`src/rtl/chan_seq_pkg.sv`:
```
package chan_seq_pkg;

    typedef enum logic [1:0] {
        SHUNT_OPEN       = 2'd0,
        SHUNT_ALL        = 2'd1,
        SHUNT_UNSELECTED = 2'd2
    } shunt_mode_e;

    function automatic shunt_mode_e pick_shunt_mode(input logic shunt_on,
                                                    input logic matrix_on);
        if (!shunt_on)
            return SHUNT_OPEN;
        else if (!matrix_on)
            return SHUNT_ALL;
        else
            return SHUNT_UNSELECTED;
    endfunction

endpackage

```
`src/rtl/chan_seq_counter.sv`:
```
module chan_seq_counter #(
    parameter int N_CH  = 8,
    parameter int CNT_W = (N_CH > 1) ? $clog2(N_CH) : 1
) (
    input  logic             clk,
    input  logic             rst,
    output logic [CNT_W-1:0] state,
    output logic             at_last
);
    localparam logic [CNT_W-1:0] LAST = CNT_W'(N_CH - 1);

    typedef struct packed {
        logic [CNT_W-1:0] cnt;
    } cnt_state_t;

    cnt_state_t st_d, st_q;

    always_comb begin
        st_d = st_q;
        if (rst)
            st_d.cnt = '0;
        else if (st_q.cnt == LAST)
            st_d.cnt = '0;
        else
            st_d.cnt = st_q.cnt + CNT_W'(1);
    end

    always_ff @(posedge clk) begin
        st_q <= st_d;
    end

    assign state   = st_q.cnt;
    assign at_last = (st_q.cnt == LAST);

    // single-step advance outside the wrap point
    a_r1_step: assert property (@(posedge clk) disable iff (rst)
        (st_q.cnt != LAST) |=> (st_q.cnt == $past(st_q.cnt) + CNT_W'(1)));

    // wrap from the last state back to zero
    a_r1_wrap: assert property (@(posedge clk) disable iff (rst)
        (st_q.cnt == LAST) |=> (st_q.cnt == '0));

    // a sampled reset leaves the counter at zero
    a_r2_reset_zero: assert property (@(posedge clk)
        rst |=> (st_q.cnt == '0));

endmodule

```
`src/rtl/chan_seq_decode.sv`:
```
module chan_seq_decode #(
    parameter int N_CH  = 8,
    parameter int CNT_W = (N_CH > 1) ? $clog2(N_CH) : 1
) (
    input  logic [CNT_W-1:0] state,
    output logic [N_CH-1:0]  sel
);
    for (genvar g = 0; g < N_CH; g++) begin : g_dec
        assign sel[g] = (state == CNT_W'(g));
    end

    // exactly one channel chosen in every state
    always_comb begin
        a_r1_onehot: assert ($countones(sel) == 1 || $isunknown(state));
    end

endmodule

```
`src/rtl/chan_seq_switch.sv`:
```
module chan_seq_switch
    import chan_seq_pkg::*;
#(
    parameter int N_CH = 8
) (
    input  logic            clk,
    input  logic            mtx_en,
    input  logic            shunt_en,
    input  logic [N_CH-1:0] sel,
    output logic [N_CH-1:0] ser_close,
    output logic [N_CH-1:0] par_close
);
    shunt_mode_e mode;

    always_comb begin
        mode      = pick_shunt_mode(shunt_en, mtx_en);
        ser_close = sel & {N_CH{clk & mtx_en}};
        case (mode)
            SHUNT_ALL:        par_close = '1;
            SHUNT_UNSELECTED: par_close = ~sel;
            default:          par_close = '0;
        endcase
    end

    // series and shunt never close together on one channel
    always_comb begin
        a_r9_no_overlap: assert ((ser_close & par_close) == '0);
    end

    // no series closure without matrix enable
    always_comb begin
        a_r4_matrix_gate: assert (mtx_en || ser_close == '0);
    end

    // shunt disabled leaves every shunt open
    always_comb begin
        a_r5_float: assert (shunt_en || par_close == '0);
    end

    // at most one strobe, never during the low half
    always_comb begin
        a_r3_strobe_shape: assert ($onehot0(ser_close) && (clk || ser_close == '0));
    end

endmodule

```
`src/rtl/chan_seq_top.sv`:
```
module chan_seq_top #(
    parameter int N_CH = 8
) (
    input  logic       clk,
    input  logic       rst,
    input  logic       mtx_en,
    input  logic       shunt_en,
    output logic [7:0] ser_close,
    output logic [7:0] par_close,
    output logic       last_state
);
    localparam int CNT_W = (N_CH > 1) ? $clog2(N_CH) : 1;

    logic [CNT_W-1:0] state;
    logic [N_CH-1:0]  sel;
    logic [N_CH-1:0]  ser_w, par_w;

    chan_seq_counter #(.N_CH(N_CH), .CNT_W(CNT_W)) u_counter (
        .clk     (clk),
        .rst     (rst),
        .state   (state),
        .at_last (last_state)
    );

    chan_seq_decode #(.N_CH(N_CH), .CNT_W(CNT_W)) u_decode (
        .state (state),
        .sel   (sel)
    );

    chan_seq_switch #(.N_CH(N_CH)) u_switch (
        .clk       (clk),
        .mtx_en    (mtx_en),
        .shunt_en  (shunt_en),
        .sel       (sel),
        .ser_close (ser_w),
        .par_close (par_w)
    );

    assign ser_close = ser_w[7:0];
    assign par_close = par_w[7:0];

    // terminal flag is followed by state zero unless reset intervenes
    a_r8_last_then_wrap: assert property (@(posedge clk) disable iff (rst)
        last_state |=> !last_state);

endmodule

```
`config.mk`:
```
export PLATFORM = sky130hd
export DESIGN_NAME = chan_seq_top
export DESIGN_NICKNAME = d
export VERILOG_FILES = /design/src/rtl/chan_seq_pkg.sv /design/src/rtl/chan_seq_counter.sv /design/src/rtl/chan_seq_decode.sv /design/src/rtl/chan_seq_switch.sv /design/src/rtl/chan_seq_top.sv
export SDC_FILE = /design/constraint.sdc
export NUM_CORES = 1
export LEC_CHECK = 0
export BUFFER_PORTS_ARGS = -buffer_cell sky130_fd_sc_hd__buf_2
export CORE_AREA = 2 2 39 41
export DETAILED_ROUTE_END_ITERATION = 8
export DIE_AREA = 0 0 41 43
export HOLD_SLACK_MARGIN = 0.03
export MAX_ROUTING_LAYER = met4
export SETUP_SLACK_MARGIN = 0.15
export SLEW_MARGIN = 20
export SYNTH_ARGS = -nofsm -noshare
export SYNTH_HDL_FRONTEND = slang
export SYNTH_SLANG_ARGS = --single-unit
```
`constraint.sdc`:
```
create_clock -name clk -period 1.56 [get_ports clk]
set_input_delay 0.39 -clock clk [delete_from_list [all_inputs] [get_ports clk]]
set_output_delay 0.39 -clock clk [all_outputs]
set_load 0.02 [all_outputs]
```
==> reports/metrics.cfg, run 1 <==
[outcome]
outcome=finished, violations left
violations=negative setup slack

[layout]
final-seq-area_sq_um=68.8
final_cell_count_no_fill=94
largest_reg_flops=3
drive_above_1_share_pct=91.0
syn_to_final_growth_pct=218
multi_input_area_sq_um=384
fill_cells=96
final_net_count=88
antenna_cells=0
final_core_util_pct=68.2

[routing]
met1_length_um=441
wl_per_cell_um=12.1
route.detailed.drc=0
viasPerCell=4.64
wl_mm=1.14
vias=436
wl_met3_um=78
ant_nets=0
route.met2.wl_um=615
firstDrtPassIters=3
drt_iter0_drc=6
top_layer=met3

[cts]
hold_buffers=0
clkTransAtPathRegs_ps=40
clk-insertion-delay-late_ps=340
cts_tree=yes

[die]
ios=21
die-area_sq_um=1760
floorplan.core_area_sq_um=1380
die_w_um=41
rows=14
die_h_um=43
start_util_pct=21.4

[placed_design]
dp_hpwl_um=613
post-place-ws_ps=109
place.gp.congestion=0.656
portBuffers=20
placed_cells=72

[setup_path]
cp.required_ps=1170
path_max_fanout=4
end_kind=output pin
r2r-start=u_counter.state[1]
crit_type=clock port to output pin
startpoint=clk
startpoint_type=clock port
r2r_setup_slack_ps=260
arrival_ps=1700
reg2reg_to=u_counter.state[2]
rr_worst_depth=6
crit_end=ser_close[0]

[logic_synthesis]
synth_cell_types=11
syn_area_sq_um=297
yosys_warnings=0
synthCells=34
seq_area_frac_synth_pct=20.3
synth_nets=44
syn_avg_cell_area_sq_um=8.72
ys_seq_elements=3

[run]
cap_violations=0

[timing]
maxSlewHeadroom_pct=87.1
slew_viol_final=0
finalWorstSetupSlack_ps=-533
final-setup-viol-count=28
tightestPinTransition_ps=194
tns_ps=-5140
skew_ps=0.807
rsz0062_at_grt=yes
finalHoldViolCount=0

[power]
ir_drop_uv=1110
p_per_area_nw_per_um2=1310
finalPower_mw=1.24
p_clk_share_pct=79.0
pwr-share-comb_pct=13.4
pwr-share-seq_pct=7.6
power.switching_mw=0.358
p_int_mw=0.878
leakagePower_nw=0.408
swShare_pct=29.0

[global_route]
grt_pass1_wl_mm=1.70
grt_usage_pct=16.4
overflow=0
grt_pass1_vias=509
antenna_found_initial=0
grt_max_degree=9

[hold_path]
hold_path.class=primary input to flop

==> cells in the mapped netlist (all sizes together) <==
| cell | n | area, sq um |
|---|---|---|
| a21boi | 8 | 60.1 |
| and3 | 6 | 37.5 |
| nor2 | 2 | 7.51 |
| nand3 | 1 | 5.00 |
| nor2b | 1 | 13.8 |
| ha | 6 | 75.1 |
| nor3 | 2 | 10.0 |
| nor3b | 1 | 7.51 |
| and2 | 1 | 8.76 |
| dfxtp | 3 | 60.1 |
| inv | 3 | 11.3 |
==> per-layer routing <==
layer  global-route usage [%]  vias to the layer above
li1                         -                      213
met2                     17.2                       24
met3                     16.8                        0
met4                     20.0                        0
met5                        -                        -
met1                     13.7                      199
==> kinds of logic after synthesis <==
| group | share of synthesized area (%) |
|---|---|
| buffers and inverters | 3.80 |
| adder cells (fa/ha/maj) | 25.3 |
| AND/OR/NAND/NOR | 30.4 |
| AO/OA/AOI/OAI | 20.3 |
| flip-flops | 20.3 |
==> critical path, stage by stage <==
cell    delay, ps
buf_8          90
buf_8         100
buf_8         100
buf_8         110
buf_4         130
buf_8         110
and3_4        160
buf_6         120
==> timing repair <==
| item | in CTS | in global routing |
|---|---|---|
| resized for setup | 73 | 18 |
| pin swaps | 11 | 6 |
| setup buffers | 6 | 1 |
| setup endpoints to repair | 30 | 31 |
==> stage by stage <==
step / hold WS, ps / instance area [sq um]
detailed placement: 432 / 455
global placement: 424 / 455
finish: 239 / 943
floorplan: 408 / 320
global route: 214 / 943
CTS: 221 / 886
==> cell usage in the layout, fill, tap and decap left out <==
cell       n
a21boi_1   1
a21boi_2   7
and2_4     1
and3_4     6
buf_2      2
buf_4      9
buf_6     17
buf_8     10
clkbuf_1   2
clkbuf_4   4
dfxtp_2    1
dfxtp_4    2
ha_4       6
inv_1      1
inv_2      1
inv_4      1
nand3_4    1
nor2_4     2
nor2b_4    1
nor3_1     2
nor3b_1    1
==> power by group through the flow <==
stage | Sequential (mW) | Clock [mW] | Combinational [mW]
global placement | 0.0907 | 0.0526 | 0.0923
detailed placement | 0.0910 | 0.0526 | 0.0941
finish | 0.0939 | 0.977 | 0.165
global route | 0.0946 | 1.04 | 0.176
floorplan | 0.0927 | 0.0388 | 0.0578
CTS | 0.0931 | 0.845 | 0.152
==> area by class of cell <==
cell class	instances	share of cell area, %
clock buffers	25	29.8
inverters	3	1.46
multi-input cells	28	40.7
flip-flops and latches	3	7.29
well taps	16	2.12
repair buffers	19	18.6
==> worst min-delay path by stage <==
stage                             startpoint                  to  depth (start not counted)
after floorplan           u_counter.state[0]  u_counter.state[0]                          1
after global placement    u_counter.state[0]  u_counter.state[0]                          1
after detailed placement  u_counter.state[0]  u_counter.state[0]                          1
after CTS                                rst  u_counter.state[1]                          2
after global routing                     rst  u_counter.state[1]                          2
final                                    rst  u_counter.state[1]                          2
(Power assumes the default switching activity.)
==> inputs of run 2 (changes only) <==
GPL_TIMING_DRIVEN = 0   (was unset)
SYNTH_HIERARCHICAL = 1   (was unset)
==> run 2 against run 1 <==
Effect of this change: the run still ends with negative setup slack left; critical path depth fell by 4; worst setup slack improved by 380 ps; first-iteration DRC count rose by 17%; clock power fell by 40%; critical path type unchanged; clock skew rose by 6.1 ps; register-to-register slack improved by 80 ps; die area did not move; largest cell class unchanged.
==> reports/metrics.cfg, run 2 <==
[timing]
maxSlewHeadroom_pct=85.3  ; -1.8 points
skew_ps=6.89  ; +6.08 ps
rsz0062_at_grt=yes
finalWorstSetupSlack_ps=-153  ; +381 ps
finalHoldViolCount=0  ; unchanged
final-setup-viol-count=25  ; -11%
slew_viol_final=0  ; unchanged
holdWs_ps=248  ; +9.28 ps
tightestPinTransition_ps=220  ; +26.9 ps

[logic_synthesis]
syn_area_sq_um=292  ; -1.7%
synth_top_area_share_pct=20.6  ; -4.7 points
synth_nets=39  ; -11%
seq_area_frac_synth_pct=20.6  ; +0.35 points
synthCells=33  ; -2.9%
ys_seq_elements=3  ; unchanged
netlist_top_cells_area=dfxtp_1, and3_1, a21boi_0, nor3b_1, and3b_2
syn_avg_cell_area_sq_um=8.83  ; +1.3%
yosys_warnings=6  ; +6
yosysTopAreaCell=dfxtp_1
yosys-top-cells-count=and3_1, a21boi_0, nor3b_1
synth_async_sr_flop_share_pct=0  ; unchanged
synthFlopType=dfxtp_1
synth_edf_count=0  ; unchanged
synth_cell_types=10  ; -1
synthMostInstantiatedCell=and3_1

[placed_design]
post-place-ws_ps=94.0  ; -15.4 ps
portBuffers=20  ; unchanged
placed_cells=69  ; -4.2%
placed_area_sq_um=412  ; -9.6%
place.gp.congestion=0.765  ; +17%
dp_hpwl_um=590  ; -3.8%

[die]
ios=21  ; unchanged
rows=14  ; unchanged
die_w_um=41  ; unchanged
floorplan.core_area_sq_um=1380  ; unchanged
start_util_pct=21.1  ; -0.36 points
die_h_um=43  ; unchanged
die-area_sq_um=1760  ; unchanged

[layout]
final_net_count=70  ; -20%
final_area_sq_um=668  ; -29%
drive_above_1_share_pct=85.7  ; -5.3 points
largest_reg_flops=3  ; unchanged
antenna_cells=0  ; unchanged
syn_to_final_growth_pct=129
final_common_cell=buf_6
final_cell_mix=buf_6, and3_4, buf_2
final_cell_count_no_fill=79  ; -16%

[hold_path]
hold_path.class=primary input to flop

[setup_path]
crit_end=ser_close[1]
end_kind=output pin
r2r_setup_slack_ps=340  ; +80 ps
crit_type=clock port to output pin
startpoint_type=clock port
reg2reg_to=u_counter/state[2]
cp.required_ps=1170  ; about the same
path_max_fanout=4  ; unchanged
r2r-start=u_counter/state[0]
startpoint=clk
arrival_ps=1320  ; -380 ps
rr_worst_depth=4  ; -2

[global_route]
antenna_found_initial=0  ; unchanged
grt_pass1_wl_mm=1.83  ; +7.3%
grt_usage_pct=17.8  ; +1.3 points
grt_pass1_vias=481  ; -5.5%
grt_max_degree=11  ; +2
overflow=0  ; unchanged

[routing]
firstDrtPassIters=4  ; +1
viasPerCell=5.13  ; +11%
route.detailed.drc=0  ; unchanged
drt_iter0_drc=7  ; +1
wl_mm=1.26  ; +11%
ant_nets=0  ; unchanged
vias=405  ; -7.1%
wl_per_cell_um=16.0  ; +32%

[run]
cap_violations=0  ; unchanged

[cts]
hold_buffers=0  ; unchanged
clkTransAtPathRegs_ps=50  ; about the same
cts_tree=yes
clk-insertion-delay-late_ps=350  ; about the same

[power]
p_per_area_nw_per_um2=1180  ; -9.9%
leakagePower_nw=0.304  ; -26%
ir_drop_uv=686  ; -38%
finalPower_mw=0.788  ; -36%

[outcome]
violations=negative setup slack
outcome=finished, violations left

-- run 2: where the power goes --
| group | switching (mW) | internal (mW) |
|---|---|---|
| registers | 0.0201 | 0.0839 |
| logic | 0.0506 | 0.0485 |
| clock network | 0.212 | 0.373 |
| total | 0.283 | 0.506 |
-- run 2: critical path: stages --
cell and delay [ps]:
clkbuf_8 130, buf_8 120, and3_4 170, buf_6 120
-- run 2: per-stage QoR --
step	utilization (%)	TNS (ps)
after global placement	29.7	0
final	48.3	-1720
after floorplan	-	0
after detailed placement	29.7	0
after CTS	47.2	-1760
after global routing	48.3	-2340
-- run 2: repair_timing --
action                     in CTS  in global routing
pin swaps                       3                  2
gates resized for setup        51                  4
setup buffers                   1                  0
gates cloned                    0                  1
setup endpoints to repair      25                 27
-- run 2: kinds of logic (layout without fill, tap and decap cells) --
logic type / after synthesis / count (layout) / share of synthesized area [%]
flip-flops: 3 / 3 / 20.6
AO/OA/AOI/OAI: 8 / 8 / 20.6
buffers and inverters: 1 / 31 / 3.86
AND/OR/NAND/NOR: 19 / 19 / 46.4
adder cells (fa/ha/maj): 2 / 2 / 8.58
-- run 2: worst min path at each step --
| stage | from | to | cells after the start |
|---|---|---|---|
| after floorplan | rst | u_counter/state[1] | 1 |
| after global placement | u_counter/state[0] | u_counter/state[0] | 1 |
| after detailed placement | u_counter/state[0] | u_counter/state[0] | 1 |
| after CTS | rst | u_counter/state[1] | 2 |
| after global routing | rst | u_counter/state[1] | 2 |
| final | rst | u_counter/state[1] | 2 |
-- run 2: routing by layer --
layer | vias to the layer above | track usage [%] | wire length [um]
li1 | 188 | - | -
met3 | 4 | 14.7 | 115
met1 | 193 | 15.0 | 477
met5 | - | - | 0
met4 | 0 | 27.3 | 25
met2 | 20 | 17.8 | 644
-- run 2: cell type report --
class / instances / area [sq um]
plain buffers: 1 / 11.3
fillers: 137 / 716
multi-input cells: 29 / 307
flip-flops and latches: 3 / 71.3
repair buffers: 14 / 91.3
clock buffers: 16 / 168
well taps: 16 / 20.0
==> inputs of run 3 (changes only) <==
TNS_END_PERCENT = 50   (was unset)
clock period = 1.75 ns   (was 1.56 ns; I/O delays follow)
==> run 3 against run 2 <==
Effect of this change: the run still ends with negative setup slack left; largest power group unchanged; register-to-register slack better by 200 ps; count of clock-buffer cells in the layout stayed put; core utilization is 1.4 points higher; sequential share of layout area is 0.29 points lower; worst setup slack better by 82 ps; via count is 1.5% lower; first-iteration DRC count is 86% higher; critical path depth stayed put; die area stayed put; clock power is 13% lower; wire length is 15% lower.
==> reports/metrics.cfg, run 3 (synthesized netlist as in run 2, its figures left out) <==
[outcome]
outcome=finished, violations left
violations=negative setup slack

[layout]
fill_cells=136  ; -0.73%
drive_above_1_share_pct=85.5  ; -0.23 points
final_net_count=69  ; -1.4%
antenna_cells=0  ; unchanged
largest_reg_flops=3  ; unchanged
syn_to_final_growth_pct=136
final_cell_mix=buf_6, and3_4, buf_4
final_area_sq_um=687  ; +2.8%
multi_input_area_sq_um=320  ; +4.5%
final_common_cell=buf_6
final_cell_count_no_fill=78  ; -1.3%
final-seq-area_sq_um=71.3  ; unchanged

[global_route]
overflow=0  ; unchanged
antenna_found_initial=0  ; unchanged
grt_usage_pct=15.8  ; -1.9 points
grt_max_degree=11  ; unchanged
grt_pass1_vias=450  ; -6.4%
grt_pass1_wl_mm=1.65  ; -9.8%

[timing]
finalHoldViolCount=0  ; unchanged
final-setup-viol-count=10  ; -60%
slew_viol_final=0  ; unchanged
rsz0062_at_grt=yes
finalWorstSetupSlack_ps=-70.7  ; +82.3 ps
tightestPinTransition_ps=194  ; -26.3 ps
maxSlewHeadroom_pct=87.0  ; +1.8 points
skew_ps=7.67  ; +0.779 ps

[setup_path]
cp_common_cell=buf_8
arrival_ps=1380  ; +60 ps
startpoint_type=clock port
max_stage_delay_ps=170  ; about the same
rr_worst_depth=3  ; -1
crit_type=clock port to output pin
path_max_fanout=4  ; unchanged
cp_slowest_cell=and3_4
cp.required_ps=1310  ; +140 ps
worstPathCellList=buf_8 -> buf_8 -> and3_4 -> buf_6
end_kind=output pin
r2r-start=u_counter/state[0]
startpoint=clk

[hold_path]
min_from=rst
hold-path-cell-count=2  ; unchanged
hold_path.class=primary input to flop

[placed_design]
post-place-ws_ps=142  ; +47.5 ps
placed_cells=69  ; unchanged
dp_hpwl_um=584  ; -0.93%
portBuffers=20  ; unchanged
placed_area_sq_um=412  ; unchanged
place.gp.congestion=0.713  ; -6.9%

[cts]
clkTransAtPathRegs_ps=40  ; about the same
clk-insertion-delay-late_ps=350  ; about the same
hold_buffers=0  ; unchanged
cts_tree=yes

[die]
floorplan.core_area_sq_um=1380  ; unchanged
die-area_sq_um=1760  ; unchanged
start_util_pct=21.1  ; unchanged
ios=21  ; unchanged
die_w_um=41  ; unchanged
die_h_um=43  ; unchanged
rows=14  ; unchanged

[routing]
route.detailed.drc=0  ; unchanged
vias=399  ; -1.5%
viasPerCell=5.12  ; -0.22%
ant_nets=0  ; unchanged
wl_per_cell_um=13.7  ; -14%
firstDrtPassIters=4  ; unchanged
drt_iter0_drc=13  ; +6
wl_mm=1.07  ; -15%

[power]
power.switching_mw=0.233  ; -18%
p_per_area_nw_per_um2=1020  ; -14%
leakagePower_nw=0.307  ; +1.0%
pwr-share-comb_pct=13.7  ; +1.1 points
finalPower_mw=0.700  ; -11%
p_clk_share_pct=72.7  ; -1.6 points
pwr-share-seq_pct=13.6  ; +0.4 points
p_int_mw=0.468  ; -7.5%
ir_drop_uv=565  ; -18%
swShare_pct=33.2  ; -2.6 points

[run]
cap_violations=0  ; unchanged

==> run 3: worst max-delay path: cells and delay by family <==
kind / cells / cell delay, ps
buffers and inverters: 3 / 330
AND/OR/NAND/NOR: 1 / 170
==> run 3: what timing repair did <==
action                                  CTS  global route
pin swaps                                 8             4
endpoints found under the setup margin   25            25
setup buffers                             0             1
hold endpoints to repair                  0             0
gates resized for setup                  54            11
==> run 3: layout make-up <==
class,instances,share of cell area (%)
Buffer,1,1.64
Clock buffer,16,24.6
Multi-Input combinational cell,29,46.6
Sequential cell,3,10.4
Tap cell,16,2.91
Timing Repair Buffer,13,13.8
==> run 3: worst paths after layout <==
kind                              to  slack (ps)
setup / recovery        ser_close[4]         -70
setup reg to reg  u_counter/state[2]         540
hold / removal    u_counter/state[0]         280
hold reg to reg   u_counter/state[0]         510
==> run 3: per-layer routing <==
| layer | share of wire, % | GRT usage (%) | vias up |
|---|---|---|---|
| li1 | - | - | 186 |
| met5 | 0 | - | - |
| met2 | 56 | 18.8 | 18 |
| met4 | 0.37 | 21.3 | 0 |
| met1 | 36 | 13.5 | 193 |
| met3 | 7.6 | 10.5 | 2 |
==> run 3: per-stage QoR <==
step	TNS (ps)	hold slack (ps)	utilization, %
2_1_floorplan	0	508	-
5_1_grt	-645	278	49.6
3_3_place_gp	0	552	29.7
3_5_place_dp	0	568	29.7
6_report	-511	280	49.6
4_1_cts	-836	270	46.6
==> run 3: power groups by stage <==
stage | Clock [mW] | Combinational (mW) | Sequential [mW]
floorplan | 0.0327 | 0.0457 | 0.0843
global placement | 0.0448 | 0.0668 | 0.0873
detailed placement | 0.0448 | 0.0683 | 0.0874
CTS | 0.467 | 0.0850 | 0.0915
global route | 0.537 | 0.103 | 0.0977
finish | 0.509 | 0.0958 | 0.0955
